[config.mk]
export PLATFORM = sky130hd
export DESIGN_NAME = spi_modreg_slave
export DESIGN_NICKNAME = d
export VERILOG_FILES = /design/src/rtl/spi_modreg_pkg.sv /design/src/rtl/spi_pin_sync.sv /design/src/rtl/spi_frame_engine.sv /design/src/rtl/spi_reg_bank.sv /design/src/rtl/spi_modreg_slave.sv
export SDC_FILE = /design/constraint.sdc
export NUM_CORES = 1
export LEC_CHECK = 0
export BUFFER_PORTS_ARGS = -buffer_cell sky130_fd_sc_hd__buf_2
export CORE_MARGIN = 2
export CORE_UTILIZATION = 25
export DETAILED_ROUTE_END_ITERATION = 8
export PLACE_DENSITY = 0.52
export SYNTH_ARGS = -nofsm -noshare
export SYNTH_HDL_FRONTEND = slang
export SYNTH_HIERARCHICAL = 1
export SYNTH_SLANG_ARGS = --single-unit
export TNS_END_PERCENT = 5
[constraint.sdc]
create_clock -name clk -period 3.02 [get_ports clk]
set_clock_uncertainty 0.1 [all_clocks]
set_input_delay 0.604 -clock clk [delete_from_list [all_inputs] [get_ports clk]]
set_output_delay 0.604 -clock clk [all_outputs]
set_load 0.01 [all_outputs]
[src/rtl/spi_modreg_pkg.sv]
package spi_modreg_pkg;

    localparam int REG_W      = 8;
    localparam int IDX_W      = 5;
    localparam int MOD_W      = 2;
    localparam int BYTE_BITS  = 8;
    localparam int FRAME_BITS = 2 * BYTE_BITS;
    localparam int CNT_W      = $clog2(FRAME_BITS + 1);

    typedef enum logic [MOD_W-1:0] {
        MOD_SYS = 2'd0,
        MOD_IO  = 2'd1,
        MOD_SMP = 2'd2,
        MOD_RSV = 2'd3
    } mod_id_e;

    typedef struct packed {
        logic             wr;
        mod_id_e          mod;
        logic [IDX_W-1:0] idx;
    } opcode_t;

    // register indices
    localparam logic [IDX_W-1:0] IX_VER      = 5'd0;
    localparam logic [IDX_W-1:0] IX_SYS_VER  = 5'd1;
    localparam logic [IDX_W-1:0] IX_MANU     = 5'd2;
    localparam logic [IDX_W-1:0] IX_CLEAR    = 5'd4;
    localparam logic [IDX_W-1:0] IX_DBG      = 5'd5;
    localparam logic [IDX_W-1:0] IX_GAP_SYNC = 5'd6;
    localparam logic [IDX_W-1:0] IX_SSYNC    = 5'd7;
    localparam logic [IDX_W-1:0] IX_IO_MODE  = 5'd1;
    localparam logic [IDX_W-1:0] IX_IO_PINS  = 5'd2;
    localparam logic [IDX_W-1:0] IX_PMOD_DIR = 5'd3;
    localparam logic [IDX_W-1:0] IX_PMOD_VAL = 5'd4;
    localparam logic [IDX_W-1:0] IX_SMP_CHAN = 5'd2;
    localparam logic [IDX_W-1:0] IX_SMP_DIR  = 5'd3;

    localparam logic [2:0] RF_MODE_MAX = 3'd5;

    function automatic logic rf_mode_legal(input logic [2:0] m);
        return m <= RF_MODE_MAX;
    endfunction

endpackage

[src/rtl/spi_pin_sync.sv]
module spi_pin_sync #(
    parameter int STAGES = 2
) (
    input  logic clk,
    input  logic rst,
    input  logic sclk_i,
    input  logic mosi_i,
    input  logic cs_n_i,
    input  logic srst_n_i,
    output logic sclk_rise_o,
    output logic sclk_fall_o,
    output logic mosi_o,
    output logic cs_act_o,
    output logic clr_o
);
    localparam int NPIN = 4;
    // idle levels: sclk 0, mosi 0, cs_n 1, srst_n 1
    localparam logic [NPIN-1:0] IDLE = 4'b1100;

    logic [NPIN-1:0] raw;
    logic [NPIN-1:0] stg [STAGES];
    logic            sclk_prev;

    assign raw = {srst_n_i, cs_n_i, mosi_i, sclk_i};

    generate
        for (genvar s = 0; s < STAGES; s++) begin : g_stage
            always_ff @(posedge clk) begin
                if (rst)
                    stg[s] <= IDLE;
                else if (s == 0)
                    stg[s] <= raw;
                else
                    stg[s] <= stg[(s == 0) ? 0 : s-1];
            end
        end
    endgenerate

    always_ff @(posedge clk) begin
        if (rst) sclk_prev <= 1'b0;
        else     sclk_prev <= stg[STAGES-1][0];
    end

    assign sclk_rise_o =  stg[STAGES-1][0] & ~sclk_prev;
    assign sclk_fall_o = ~stg[STAGES-1][0] &  sclk_prev;
    assign mosi_o      =  stg[STAGES-1][1];
    assign cs_act_o    = ~stg[STAGES-1][2];
    assign clr_o       = ~stg[STAGES-1][3];
endmodule

[src/rtl/spi_frame_engine.sv]
module spi_frame_engine
    import spi_modreg_pkg::*;
(
    input  logic             clk,
    input  logic             rst,
    input  logic             sclk_rise_i,
    input  logic             sclk_fall_i,
    input  logic             mosi_i,
    input  logic             cs_act_i,
    input  logic [REG_W-1:0] rd_data_i,
    output opcode_t          op_o,
    output logic             wr_stb_o,
    output logic [REG_W-1:0] wr_data_o,
    output logic             miso_o
);
    logic [CNT_W-1:0]     cnt;
    logic [BYTE_BITS-2:0] sh;
    logic [REG_W-1:0]     miso_sh;
    logic                 load_pend;
    logic [BYTE_BITS-1:0] byte_in;

    assign byte_in = {sh, mosi_i};

    always_ff @(posedge clk) begin
        wr_stb_o <= 1'b0;
        if (rst) begin
            op_o      <= '0;
            wr_data_o <= '0;
        end
        if (rst || !cs_act_i) begin
            cnt       <= '0;
            sh        <= '0;
            miso_sh   <= '0;
            load_pend <= 1'b0;
        end else begin
            if (sclk_rise_i && cnt != CNT_W'(FRAME_BITS)) begin
                sh  <= byte_in[BYTE_BITS-2:0];
                cnt <= cnt + 1'b1;
                if (cnt == CNT_W'(BYTE_BITS - 1)) begin
                    op_o      <= opcode_t'(byte_in);
                    load_pend <= 1'b1;
                end
                if (cnt == CNT_W'(FRAME_BITS - 1) && op_o.wr) begin
                    wr_stb_o  <= 1'b1;
                    wr_data_o <= byte_in;
                end
            end
            if (load_pend) begin
                load_pend <= 1'b0;
                miso_sh   <= op_o.wr ? '0 : rd_data_i;
            end else if (sclk_fall_i && cnt > CNT_W'(BYTE_BITS)
                         && cnt < CNT_W'(FRAME_BITS)) begin
                miso_sh <= {miso_sh[REG_W-2:0], 1'b0};
            end
        end
    end

    assign miso_o = miso_sh[REG_W-1];


    bit_cap_chk: assert property (@(posedge clk) disable iff (rst)
        cnt <= CNT_W'(FRAME_BITS));

    miso_idle_chk: assert property (@(posedge clk) disable iff (rst)
        !cs_act_i |=> !miso_o);

    single_wr_chk: assert property (@(posedge clk) disable iff (rst)
        wr_stb_o |=> !wr_stb_o);
endmodule

[src/rtl/spi_reg_bank.sv]
module spi_reg_bank
    import spi_modreg_pkg::*;
#(
    parameter logic [REG_W-1:0] SYS_MOD_VER = 8'h11,
    parameter logic [REG_W-1:0] IO_MOD_VER  = 8'h21,
    parameter logic [REG_W-1:0] SMP_MOD_VER = 8'h31,
    parameter logic [REG_W-1:0] SYS_VERSION = 8'h05,
    parameter logic [REG_W-1:0] MANU_CODE   = 8'h5A
) (
    input  logic             clk,
    input  logic             rst,
    input  logic             pin_clr_i,
    input  opcode_t          op_i,
    input  logic             wr_stb_i,
    input  logic [REG_W-1:0] wr_data_i,
    input  logic             btn_i,
    input  logic [3:0]       cfg_i,
    output logic [REG_W-1:0] rd_data_o,
    output logic [1:0]       led_o,
    output logic [7:0]       pmod_dir_o,
    output logic [7:0]       pmod_val_o,
    output logic [2:0]       rf_mode_o,
    output logic [1:0]       io_dbg_o,
    output logic [3:0]       sync_src_o,
    output logic [3:0]       tx_gap_o,
    output logic [2:0]       dbg_mode_o,
    output logic [3:0]       soft_sync_o,
    output logic             smp_chan_o,
    output logic             smp_dir_o
);
    logic clr;
    logic hit_sys, hit_io, hit_smp;

    assign hit_sys = wr_stb_i && op_i.mod == MOD_SYS;
    assign hit_io  = wr_stb_i && op_i.mod == MOD_IO;
    assign hit_smp = wr_stb_i && op_i.mod == MOD_SMP;
    assign clr     = rst || pin_clr_i || (hit_sys && op_i.idx == IX_CLEAR);

    always_ff @(posedge clk) begin
        if (clr) begin
            led_o       <= '0;
            pmod_dir_o  <= '0;
            pmod_val_o  <= '0;
            rf_mode_o   <= '0;
            io_dbg_o    <= '0;
            sync_src_o  <= '0;
            tx_gap_o    <= '0;
            dbg_mode_o  <= '0;
            soft_sync_o <= '0;
            smp_chan_o  <= 1'b0;
            smp_dir_o   <= 1'b0;
        end else begin
            if (hit_sys) begin
                case (op_i.idx)
                    IX_DBG:      dbg_mode_o <= wr_data_i[2:0];
                    IX_GAP_SYNC: {sync_src_o, tx_gap_o} <= wr_data_i;
                    IX_SSYNC:    soft_sync_o <= wr_data_i[3:0];
                    default: ;
                endcase
            end
            if (hit_io) begin
                case (op_i.idx)
                    IX_IO_MODE: begin
                        io_dbg_o <= wr_data_i[1:0];
                        if (rf_mode_legal(wr_data_i[4:2]))
                            rf_mode_o <= wr_data_i[4:2];
                    end
                    IX_IO_PINS:  led_o      <= wr_data_i[1:0];
                    IX_PMOD_DIR: pmod_dir_o <= wr_data_i;
                    IX_PMOD_VAL: pmod_val_o <= wr_data_i;
                    default: ;
                endcase
            end
            if (hit_smp) begin
                case (op_i.idx)
                    IX_SMP_CHAN: smp_chan_o <= wr_data_i[0];
                    IX_SMP_DIR:  smp_dir_o  <= wr_data_i[0];
                    default: ;
                endcase
            end
        end
    end

    always_comb begin
        rd_data_o = '0;
        case (op_i.mod)
            MOD_SYS: case (op_i.idx)
                IX_VER:      rd_data_o = SYS_MOD_VER;
                IX_SYS_VER:  rd_data_o = SYS_VERSION;
                IX_MANU:     rd_data_o = MANU_CODE;
                IX_DBG:      rd_data_o = {5'd0, dbg_mode_o};
                IX_GAP_SYNC: rd_data_o = {sync_src_o, tx_gap_o};
                IX_SSYNC:    rd_data_o = {4'd0, soft_sync_o};
                default:     rd_data_o = '0;
            endcase
            MOD_IO: case (op_i.idx)
                IX_VER:      rd_data_o = IO_MOD_VER;
                IX_IO_MODE:  rd_data_o = {3'd0, rf_mode_o, io_dbg_o};
                IX_IO_PINS:  rd_data_o = {btn_i, cfg_i, 1'b0, led_o};
                IX_PMOD_DIR: rd_data_o = pmod_dir_o;
                IX_PMOD_VAL: rd_data_o = pmod_val_o;
                default:     rd_data_o = '0;
            endcase
            MOD_SMP: case (op_i.idx)
                IX_VER:      rd_data_o = SMP_MOD_VER;
                IX_SMP_CHAN: rd_data_o = {7'd0, smp_chan_o};
                IX_SMP_DIR:  rd_data_o = {7'd0, smp_dir_o};
                default:     rd_data_o = '0;
            endcase
            default: rd_data_o = '0;
        endcase
    end


    rf_range_chk: assert property (@(posedge clk) disable iff (rst)
        rf_mode_o <= RF_MODE_MAX);

    clear_wins_chk: assert property (@(posedge clk) disable iff (rst)
        pin_clr_i |=> (pmod_dir_o == 8'h00 && led_o == 2'b00 && tx_gap_o == 4'h0));

    pmod_wr_chk: assert property (@(posedge clk) disable iff (rst)
        (hit_io && !pin_clr_i && op_i.idx == IX_PMOD_DIR)
            |=> pmod_dir_o == $past(wr_data_i));
endmodule

[src/rtl/spi_modreg_slave.sv]
module spi_modreg_slave
    import spi_modreg_pkg::*;
(
    input  logic       clk,
    input  logic       rst,
    input  logic       sclk_i,
    input  logic       mosi_i,
    input  logic       cs_n_i,
    output logic       miso_o,
    input  logic       soft_rst_n_i,
    input  logic       btn_i,
    input  logic [3:0] cfg_i,
    output logic [1:0] led_o,
    output logic [7:0] pmod_dir_o,
    output logic [7:0] pmod_val_o,
    output logic [2:0] rf_mode_o,
    output logic [1:0] io_dbg_o,
    output logic [3:0] sync_src_o,
    output logic [3:0] tx_gap_o,
    output logic [2:0] dbg_mode_o,
    output logic [3:0] soft_sync_o,
    output logic       smp_chan_o,
    output logic       smp_dir_o
);
    logic             s_rise, s_fall, s_mosi, s_cs, s_clr;
    opcode_t          op;
    logic             wr_stb;
    logic [REG_W-1:0] wr_data, rd_data;

    spi_pin_sync #(.STAGES(2)) u_sync (
        .clk(clk), .rst(rst),
        .sclk_i(sclk_i), .mosi_i(mosi_i), .cs_n_i(cs_n_i), .srst_n_i(soft_rst_n_i),
        .sclk_rise_o(s_rise), .sclk_fall_o(s_fall), .mosi_o(s_mosi),
        .cs_act_o(s_cs), .clr_o(s_clr)
    );

    spi_frame_engine u_frame (
        .clk(clk), .rst(rst),
        .sclk_rise_i(s_rise), .sclk_fall_i(s_fall), .mosi_i(s_mosi), .cs_act_i(s_cs),
        .rd_data_i(rd_data), .op_o(op), .wr_stb_o(wr_stb), .wr_data_o(wr_data),
        .miso_o(miso_o)
    );

    spi_reg_bank u_bank (
        .clk(clk), .rst(rst), .pin_clr_i(s_clr),
        .op_i(op), .wr_stb_i(wr_stb), .wr_data_i(wr_data),
        .btn_i(btn_i), .cfg_i(cfg_i), .rd_data_o(rd_data),
        .led_o(led_o), .pmod_dir_o(pmod_dir_o), .pmod_val_o(pmod_val_o),
        .rf_mode_o(rf_mode_o), .io_dbg_o(io_dbg_o), .sync_src_o(sync_src_o),
        .tx_gap_o(tx_gap_o), .dbg_mode_o(dbg_mode_o), .soft_sync_o(soft_sync_o),
        .smp_chan_o(smp_chan_o), .smp_dir_o(smp_dir_o)
    );
endmodule

==> results of run 1 <==
## logic make-up (layout without fill, tap and decap cells)
kind of cell,count (synthesis),count (layout),share of synthesized area (%)
and+or+nand+nor,149,149,20.59
AOI/OAI and AO/OA,93,93,14.88
DFF,87,87,42.09
muxes,59,59,15.57
buffers and inverters,43,91,5.745
adders and majority gates,3,3,0.9073
xor gates and xnor gates,1,1,0.2117
## through the flow
| step | instances | total power, mW | instance area, sq um | hold slack [ps] |
|---|---|---|---|---|
| 2_1_floorplan | 435 | 1.210 | 4138 | 283.2 |
| 3_3_place_gp | 687 | 1.225 | 4558 | 289.1 |
| 3_5_place_dp | 687 | 1.226 | 4558 | 300.2 |
| 4_1_cts | 703 | 2.433 | 4880 | 315.4 |
| 5_1_grt | 703 | 2.487 | 4880 | 328.2 |
| 6_report | 703 | 2.403 | 4880 | 311.2 |
## cell usage after synthesis, drive strengths merged (4+ instances only)
cell | n | area (sq um)
nor2 | 50 | 207.7
or2 | 4 | 25.02
inv | 14 | 52.55
o21ai | 27 | 135.1
a22oi | 5 | 37.54
nand2 | 9 | 33.78
buf | 14 | 128.9
a21oi | 14 | 70.07
mux2i | 40 | 400.4
a211oi | 8 | 60.06
a22o | 5 | 43.79
dfxtp | 87 | 1742
nor3 | 9 | 67.56
nand3 | 18 | 90.09
nor2b | 30 | 187.7
a21boi | 7 | 52.55
a31oi | 9 | 56.30
mux2 | 19 | 244.0
clkbuf | 15 | 56.30
## sequential cells by signal (all words and copies together) (netlist names), 2 cells and up
| register | cells |
|---|---|
| u_frame/wr_data_o | 8 |
| u_bank/dbg_mode_o | 3 |
| u_bank/pmod_dir_o | 8 |
| u_bank/io_dbg_o | 2 |
| u_frame/cnt | 5 |
| u_bank/led_o | 2 |
| u_sync/stg | 8 |
| u_frame/sh | 7 |
| u_bank/rf_mode_o | 3 |
| u_frame/miso_sh | 8 |
| u_bank/tx_gap_o | 4 |
| u_bank/sync_src_o | 4 |
| u_frame/op_o | 8 |
| u_bank/pmod_val_o | 8 |
| u_bank/soft_sync_o | 4 |
## critical path, cell delays in order, from the launching register on
cell and delay, ps:
dfxtp_1 770, nand2_1 310, nor2_1 400, a22oi_1 220, o2bb2ai_1 210, a21boi_0 140
a211oi_1 230
## worst max-delay path by stage
stage | from | endpoint | slack [ps]
floorplan | u_frame/cnt[0] | u_frame/wr_data_o[0] | 1080
global placement | u_frame/op_o[1] | u_frame/miso_sh[2] | 650
detailed placement | u_frame/op_o[1] | u_frame/miso_sh[2] | 620
CTS | u_frame/op_o[1] | u_frame/miso_sh[2] | 600
global route | u_frame/op_o[1] | u_frame/miso_sh[2] | 350
finish | u_frame/op_o[1] | u_frame/miso_sh[2] | 560
## metal layers
layer | track usage [%] | vias to the layer above | part of all wire [%]
met5 | 0 | - | 0
li1 | - | 1642 | -
met2 | 20.84 | 74 | 46
met3 | 3.563 | 14 | 3.8
met4 | 4.719 | 0 | 1.9
met1 | 18.07 | 1600 | 48
## power breakdown
part           internal (mW)  switching, mW
Combinational         0.0143         0.0306
Clock                  0.727          0.477
Sequential              1.15        0.00195
## area by class of cell
class                           instances  area (sq um)  share of cell area (%)
Clock buffer                            9         225.2                   4.615
Clock inverter                          7         96.34                   1.974
Inverter                               14         52.55                   1.077
Multi-Input combinational cell        305          2158                   44.23
Sequential cell                        87          1742                   35.69
Tap cell                              220         275.3                   5.641
Timing Repair Buffer                   61         330.3                   6.769
==> impl_results.md, run 1 <==
* Status: completed
* Overflow after GRT at 0
* Die ar. at around 0.018 sq mm
* Fmax at ~410 MHz
* Pins Over Slew Limit at 0
* Core area at around 0.016 sq mm
* Number of distinct library cells after synthesis at 63
* Dominant synthesized flop cell: dfxtp_1
* Wire per inst at about 16 um
* Gp weighted congestion at 0.8697
* Clk buf depth at 2
* Global-route wire length before repair at about 18 mm
* Postcts setup bufs at 0
* Root Buffer: clkbuf_16
* Worst-path fanout max at 19
* Least-Margin Pin Slew at ~700 ps
* P_leak at between 1.5 and 2 nW
* Async set-reset flop share out of synthesis at 0%
* Sink Count at 87
* Crit share post-route at between 80% and 90%
* Largest net degree at the start of global routing at 21
* Headroom to the max-slew limit at 53.54%
* Syn Nets at 449
* Share of cells above drive strength 1 at between 20% and 30%
* Area growth from synthesis to layout at 17.93%
* Antenna viol nets, final at 0
* Ant. Diodes at 0
* Hold Fails Final Rpt at 0
* Commonest non-fill, non-tap cell in the layout: dfxtp_1
* Total Routing Usage GR at between 10% and 20%
* CP Class: register to register
* Worst EP arrival at about 2600 ps
* HP Start: u_sync/stg[0][2]
* Final worst slack at approximately 560 ps
* R2r setup slk at 560 ps
* Vias in the first global route at 3268
* Synthesized area per cell at 9.512 sq um
* Worst r2r path cells at 6
* Reg2Reg Launch Point: u_frame/op_o[1]
* Sum Neg Setup Slack at 0 ps
* First-pass DRT Iterations at 4
* Detailed placer's ending HPWL at around 8.4 mm
* H-tree levels at 3
* Vert. Die Dim at ~130 um
* Worst-path clk slew at 70 ps
* CP Launch Type: register
* IO buf count at slightly above 50
* VDD IR-drop max at around 0.26 mV
* Core Util, Final at 29.74%
* Initial Utilization at roughly a quarter
* DRC violations left at 0
* EDFF count, synth at 0
* Seq/Total Area, Yosys at between 40% and 50%
* Most frequent cells in the layout: dfxtp_1, buf_2, nor2_1
* Post-Syn Instances at approximately 440
* Num ports at between 50 and 60
* Hold-fix buffers, CTS at 0
* Final setup viols at 0
* CTS tree: built
* Worst reg2reg path endpoint: u_frame/miso_sh[2]
* RSZ-0062 raised after global routing: false
* # fillers at 1729
* Worst Hold Depth at 1
* 1st-iter DRT viols at 239
* Antenna violations before repair at 0
* Cts repair resizes at 0
* Num rows at between 40 and 50
* Cell Pwr Density at 492.5 mW/mm^2
* Worst skew pair latency at 350 ps
* Vias after detailed routing at between 3000 and 4000
* Crit end category: register
* Routed wire length at approximately 11 mm
* Worst Hold Path EP: u_sync/stg[1][2]
* Layout Nets at 492
* Total CTS buffers at 9
* Mapped Area at 0.004138 sq mm
* Die W at 132.7 um
* Max cap viols at 0
* Vias per inst at 4.737
* Syn. warnings at 6
* Worst slack, placed at 615.7 ps
* HP Class: register to register
* Yosys reg bits at 87
* Worst Path Required at 3190 ps
* Min Tclk post-route at 2460 ps
Power figures use the tool's default switching activity.
==> run 2, diff against run 1 <==
--- a/config.mk
+++ b/config.mk
@@ -5,6 +5,7 @@
 export SDC_FILE = /design/constraint.sdc
 export NUM_CORES = 1
 export LEC_CHECK = 0
+export ABC_AREA = 1
 export BUFFER_PORTS_ARGS = -buffer_cell sky130_fd_sc_hd__buf_2
 export CORE_MARGIN = 2
 export CORE_UTILIZATION = 25
==> constraint.sdc (replaced) <==
create_clock -name clk -period 2.5 [get_ports clk]
set_clock_uncertainty 0.1 [all_clocks]
set_input_delay 0.5 -clock clk [delete_from_list [all_inputs] [get_ports clk]]
set_output_delay 0.5 -clock clk [all_outputs]
set_load 0.01 [all_outputs]
==> run 2 against run 1 <==
Effect of this change: cell area is 1.9% higher; critical path depth grew 3; power is 19% higher; sequential share of layout area shrank 0.66 points; setup slack improved by 45 ps; via count up 15%; first-iteration DRC count rose by 21%; maximum frequency rose by 30%; utilization up 0.24 points; routed wire length shrank 0.24%; register-to-register slack better by 40 ps; die area increased by 2.1%; critical path type unchanged; largest cell class unchanged; largest power group is now registers.
==> impl_results.md, run 2 <==
* RSZ-0062 raised after global routing: false
* Pins Over Slew Limit at 0
* Least-Margin Pin Slew at between 500 and 600 ps
* Num rows at 47
* Most frequent cell after synthesis: nand2_1
* Post-Syn Instances at approximately 600
* Sum Neg Setup Slack at 0 ps
* Antenna violations before repair at 0
* Final setup viols at 0
* Worst EP arrival at ~2000 ps
* Syn Nets at between 600 and 700
* Area leader, netlist: dfxtp_1
* Most frequent cells in the layout: nand2_1, dfxtp_1, nor2_1
* H-tree levels at 3
* Core area at about 0.017 sq mm
* Top cells by area, synth: dfxtp_1, nand2_1, nand3_1
* IO buf count at just over 50
* Crit end category: register
* Crit share post-route at between 70 and 80%
* Detailed placer's ending HPWL at 8.303 mm
* Top cells by count, synth: nand2_1, dfxtp_1, nor2_1
* WHS at between 200 and 250 ps
* Global-route wire length before repair at 18.27 mm
* Vias in the first global route at ~3600
* Syn. warnings at 6
* Antenna viol nets, final at 0
* Yosys top cell area share at between 40% and 50%
* Fmax at between 500 and 600 MHz
* Mapped Area at about 0.0042 sq mm
* Hold-fix buffers, CTS at 0
* Total CTS buffers at 9
* Number of distinct library cells after synthesis at 30
* Wire per inst at ~13 um
* Seq/Total Area, Yosys at just over 40%
* Headroom to the max-slew limit at between 60% and 70%
* Yosys reg bits at 87
* Pwr Total at 2.864 mW
* Routed wire length at 11.32 mm
* Worst-path clk slew at approximately 70 ps
* Core Util, Final at ~30%
* EDFF count, synth at 0
* Cell Pwr Density at roughly 580 mW/mm^2
* Postcts setup bufs at 0
* Min Tclk post-route at 1895 ps
* Die W at approximately 130 um
* Gp weighted congestion at 0.8805
* DP Area at ~0.0047 sq mm
* Cts repair resizes at 0
* CTS tree: built
* Layout Nets at between 600 and 700
* Area growth from synthesis to layout at 17.64%
* Worst-path fanout max at 9
* Design Area, Final at between 0.004 and 0.005 sq mm
* Status: completed
* Vias after detailed routing at 3826
* Largest net degree at the start of global routing at 32
* Dominant synthesized flop cell: dfxtp_1
* Commonest non-fill, non-tap cell in the layout: nand2_1
* VDD IR-drop max at approximately 0.33 mV
* HP Class: input port to register
* Vias per inst at 4.368
* 1st-iter DRT viols at 288
* Share of cells above drive strength 1 at a little over a fifth
* Ant. Diodes at 0
* Num ports at 52
* CP Class: register to register
* Total Routing Usage GR at about an eighth
* Worst Path Required at between 2000 and 3000 ps
* Synthesized area per cell at 7.021 sq um
* Root Buffer: clkbuf_16
* DRC violations left at 0
* Async set-reset flop share out of synthesis at 0%
* Overflow after GRT at 0
* Max cap viols at 0
* First-pass DRT Iterations at 4
* Initial Utilization at between 20% and 30%
* Clk buf depth at 2
* Vert. Die Dim at 134.0 um
* Sink Count at 87
* P_leak at approximately 2 nW
* Worst skew pair latency at roughly 350 ps
* Hold Fails Final Rpt at 0
* Die ar. at 0.01796 sq mm
* CP Launch Type: register
==> run 2: cell count changes after synthesis, sizes merged, moves of 8 or more <==
| cell | delta |
|---|---|
| a211oi | -8 |
| a21oi | +43 |
| a31oi | -9 |
| clkbuf | -13 |
| inv | +54 |
| mux2 | -19 |
| mux2i | -40 |
| nand2 | +211 |
| nand3 | +29 |
| nand4 | +13 |
| nor2 | +18 |
| nor2b | -30 |
| o21ai | -15 |
==> run 2: cell type report <==
type / instances / area [sq um]
repair buffers: 55 / 297.8
clock buffers: 9 / 225.2
multi-input cells: 427 / 2076
fillers: 1891 / 11610
clock inverters: 7 / 81.33
well taps: 220 / 275.3
flip-flops and latches: 87 / 1742
inverters: 71 / 275.3
==> run 2: critical path, stage by stage, from the launching register on <==
cell,delay (ps)
dfxtp_1,420
ha_1,240
nand2_1,100
nor2_1,110
ha_1,150
nand2_1,80
nor2_4,270
nand3_4,180
nand2_1,100
nand2_1,50
==> run 2: per-layer routing <==
metal / share of wire [%] / track usage, % / wire length, um
met1: 49 / 17.30 / 5495
met2: 46 / 20.85 / 5163
met3: 4.0 / 3.137 / 453
met4: 1.9 / 4.737 / 210
met5: 0 / 0 / 0
==> run 2: power by group <==
group | internal, mW | total, mW | switching [mW]
Combinational | 0.0233 | 0.0733 | 0.0499
Sequential | 1.39 | 1.40 | 0.00262
Clock | 0.789 | 1.40 | 0.607
==> run 2: metrics by stage <==
step                      cells  setup slack, ps
after CTS                   876            591.0
after floorplan             602            901.0
after detailed placement    860            622.6
after global placement      860            651.8
final                       876            604.5
after global routing        876            410.0
==> run 2: final timing paths <==
check | from | endpoint | slack [ps] | cells past startpoint
min reg2reg | u_sync/stg[0][1] | u_sync/stg[1][1] | 300 | 2
max reg2reg | u_frame/cnt[0] | u_frame/wr_data_o[7] | 600 | 9
max | u_frame/cnt[0] | u_frame/wr_data_o[7] | 600 | 9
min | soft_rst_n_i | u_sync/stg[0][3] | 220 | 3
==> run 2: kinds of logic after synthesis <==
kind of cell / after synthesis / synth area share (%)
adders and majority gates: 3 / 0.8882
buffers and inverters: 88 / 9.740
and+or+nand+nor: 355 / 38.22
AOI/OAI and AO/OA: 69 / 9.947
DFF: 87 / 41.21
==> run 3, diff against run 2 <==
--- a/config.mk
+++ b/config.mk
@@ -10,7 +10,7 @@
 export CORE_MARGIN = 2
 export CORE_UTILIZATION = 25
 export DETAILED_ROUTE_END_ITERATION = 8
-export PLACE_DENSITY = 0.52
+export PLACE_DENSITY = 0.53
 export SYNTH_ARGS = -nofsm -noshare
 export SYNTH_HDL_FRONTEND = slang
 export SYNTH_HIERARCHICAL = 1
==> constraint.sdc (replaced) <==
create_clock -name clk -period 1.55 [get_ports clk]
set_clock_uncertainty 0.1 [all_clocks]
set_input_delay 0.31 -clock clk [delete_from_list [all_inputs] [get_ports clk]]
set_output_delay 0.31 -clock clk [all_outputs]
set_load 0.01 [all_outputs]
==> run 3 against run 2 <==
Effect of this change: the run now ends with negative setup slack left; critical path depth increased by 4; non-clock buffer count increased by 49; combinational power increased by 72%; sequential cell count unchanged; critical endpoint is now u_frame/miso_sh[4]; clock power increased by 49%; sequential share of layout area decreased by 3.0 points; highest routed layer unchanged; largest cell class unchanged.
==> impl_results.md, run 3 (synthesis results as in run 2) <==
* Vias in the first global route at 3570
* Gp weighted congestion at between 0.8 and 0.9
* Pins Over Slew Limit at 0
* Clk buf depth at 2
* Detailed placer's ending HPWL at about 8.8 mm
* Vias per inst at 4.252
* Worst EP arrival at 1860 ps
* Slowest CP cell: dfxtp_4
* Least-Margin Pin Slew at roughly 470 ps
* Largest net degree at the start of global routing at 41
* Most frequent cells in the layout: nand2_1, dfxtp_1, buf_2
* Top cell family by delay on the critical path: simple AND/OR/NAND/NOR gates
* H-tree levels at 3
* Initial Utilization at 25.49%
* Root Buffer: clkbuf_16
* CP Launch Type: register
* Die ar. at roughly 0.018 sq mm
* Overflow after GRT at 0
* Worst slack, placed at -224.5 ps
* Sink Count at 87
* Placed Instances at 903
* Switching Share at between 20 and 25%
* Total CTS buffers at 9
* Wire per inst at around 13 um
* DRC violations left at 0
* Status: finished with violations
* Final setup viols at 18
* Cell Pwr Density at just over 800 mW/mm^2
* WP buf/inv at 1
* Worst Path Required at approximately 1700 ps
* Worst skew pair latency at 350 ps
* Commonest non-fill, non-tap cell in the layout: nand2_1
* CTS tree: built
* DP Area at ~0.0050 sq mm
* Failing checks: negative setup slack
* Switching Power at ~1.0 mW
* CP Class: register to register
* Hold-fix buffers, CTS at 0
* Final non-filler cell total at roughly 930
* Headroom to the max-slew limit at 68.43%
* Crit end category: register
* WHS at approximately 35 ps
* Die W at between 100 and 150 um
* First-pass DRT Iterations at 4
* Total Routing Usage GR at a little over an eighth
* Antenna viol nets, final at 0
* Final worst slack at -119.9 ps
* Min Tclk post-route at roughly 1700 ps
* 1st-iter DRT viols at 214
* Area growth from synthesis to layout at 30.17%
* Num ports at 52
* Share of cells above drive strength 1 at ~30%
* CP cell instances: nor2_4, nand2_4, nor2_4, nand2_1, nand4_1, nand2_1, nand2_1, nand3_1, nand2_1, inv_1, nand2_1, nand2_1, nor2_1
* HP Class: input port to register
* Routed wire length at roughly 12 mm
* Fmax at 598.8 MHz
* P_leak at around 2.3 nW
* RSZ-0062 raised after global routing: true
* IO buf count at slightly above 50
* Crit share post-route at 107.7%
* Layout Nets at just over 700
* Vert. Die Dim at between 100 and 150 um
* Logic pwr share at approximately 2.8%
* Core area at around 0.017 sq mm
* Sum Neg Setup Slack at -1123 ps
* Ant. Diodes at 0
* Hold Fails Final Rpt at 0
* Cell-internal power at roughly 3.5 mW
* VDD IR-drop max at approximately 0.67 mV
* Reg power frac at about half
* Max cap viols at 0
* Worst-path clk slew at 60 ps
* Clock Power Share at a little under half
* Worst-path fanout max at 8
* Global-route wire length before repair at 18.53 mm
* CP peak stage delay at ~370 ps
* Vias after detailed routing at ~3900
* Num rows at 47
* Antenna violations before repair at 0
* Crit-path most repeated cell: nand2_1
* Design Area, Final at between 0.005 and 0.006 sq mm
-- run 3: cell count changes in the layout (fill, tap and decap cells not counted), moves of 3 or more --
cell,before,now
clkinv_4,3,0
dfxtp_4,0,3
nor2_4,7,11
nand2_2,7,10
buf_4,3,46
buf_12,1,5
dfxtp_1,87,78
nor2_1,53,48
nand2_1,210,202
nand2_4,3,8
clkinvlp_4,0,4
dfxtp_2,0,6
-- run 3: area by class of cell --
cell class / count / area (sq um)
fillers: 1838 / 11080
multi-input cells: 427 / 2177
flip-flops and latches: 87 / 1760
repair buffers: 104 / 723.2
inverters: 71 / 279.0
well taps: 220 / 275.3
clock buffers: 12 / 256.5
clock inverters: 4 / 30.03
-- run 3: metal layers --
metal / vias to the layer above / share of wire (%) / global-route usage (%)
met5: - / 0 / 0
met4: 0 / 1.2 / 3.860
met3: 8 / 4.8 / 4.119
met2: 64 / 44 / 19.77
met1: 1757 / 50 / 18.42
li1: 2104 / - / -
-- run 3: worst reg2reg max path, stage by stage, from the launching register on --
cell and delay (ps):
dfxtp_4 370, nor2_4 130, nand2_4 90, nor2_4 240, nand2_1 100, nand4_1 80
nand2_1 60, nand2_1 80, nand3_1 90, nand2_1 70, inv_1 40, nand2_1 50
nand2_1 40, nor2_1 70
-- run 3: final timing paths --
path                            slack (ps)             start  cells after the start                  to
worst max register to register        -120   u_frame/op_o[3]                     13  u_frame/miso_sh[4]
worst min-delay path                    40            cs_n_i                      3    u_sync/stg[0][2]
worst max-delay path                  -120   u_frame/op_o[3]                     13  u_frame/miso_sh[4]
worst min register to register         300  u_sync/stg[0][0]                      2    u_sync/stg[1][0]
-- run 3: timing repair --
item | in CTS | in global routing
setup endpoints to repair | 60 | 64
gates cloned | 0 | 0
pin swaps | 11 | 17
buffers inserted | 5 | 1
gates resized for setup | 14 | 29
-- run 3: power groups by stage --
stage               clock network (mW)  registers, mW  logic [mW]
detailed placement                   0           2.30       0.124
global route                      2.25           2.25       0.141
global placement                     0           2.30       0.125
CTS                               2.16           2.25       0.125
floorplan                            0           2.30      0.0910
finish                            2.09           2.25       0.126
-- run 3: per-stage QoR --
| stage | power [mW] | util [%] |
|---|---|---|
| 2_1_floorplan | 2.392 | - |
| 5_1_grt | 4.638 | 33.17 |
| 3_3_place_gp | 2.426 | 30.41 |
| 3_5_place_dp | 2.426 | 30.41 |
| 4_1_cts | 4.531 | 32.58 |
| 6_report | 4.464 | 33.17 |
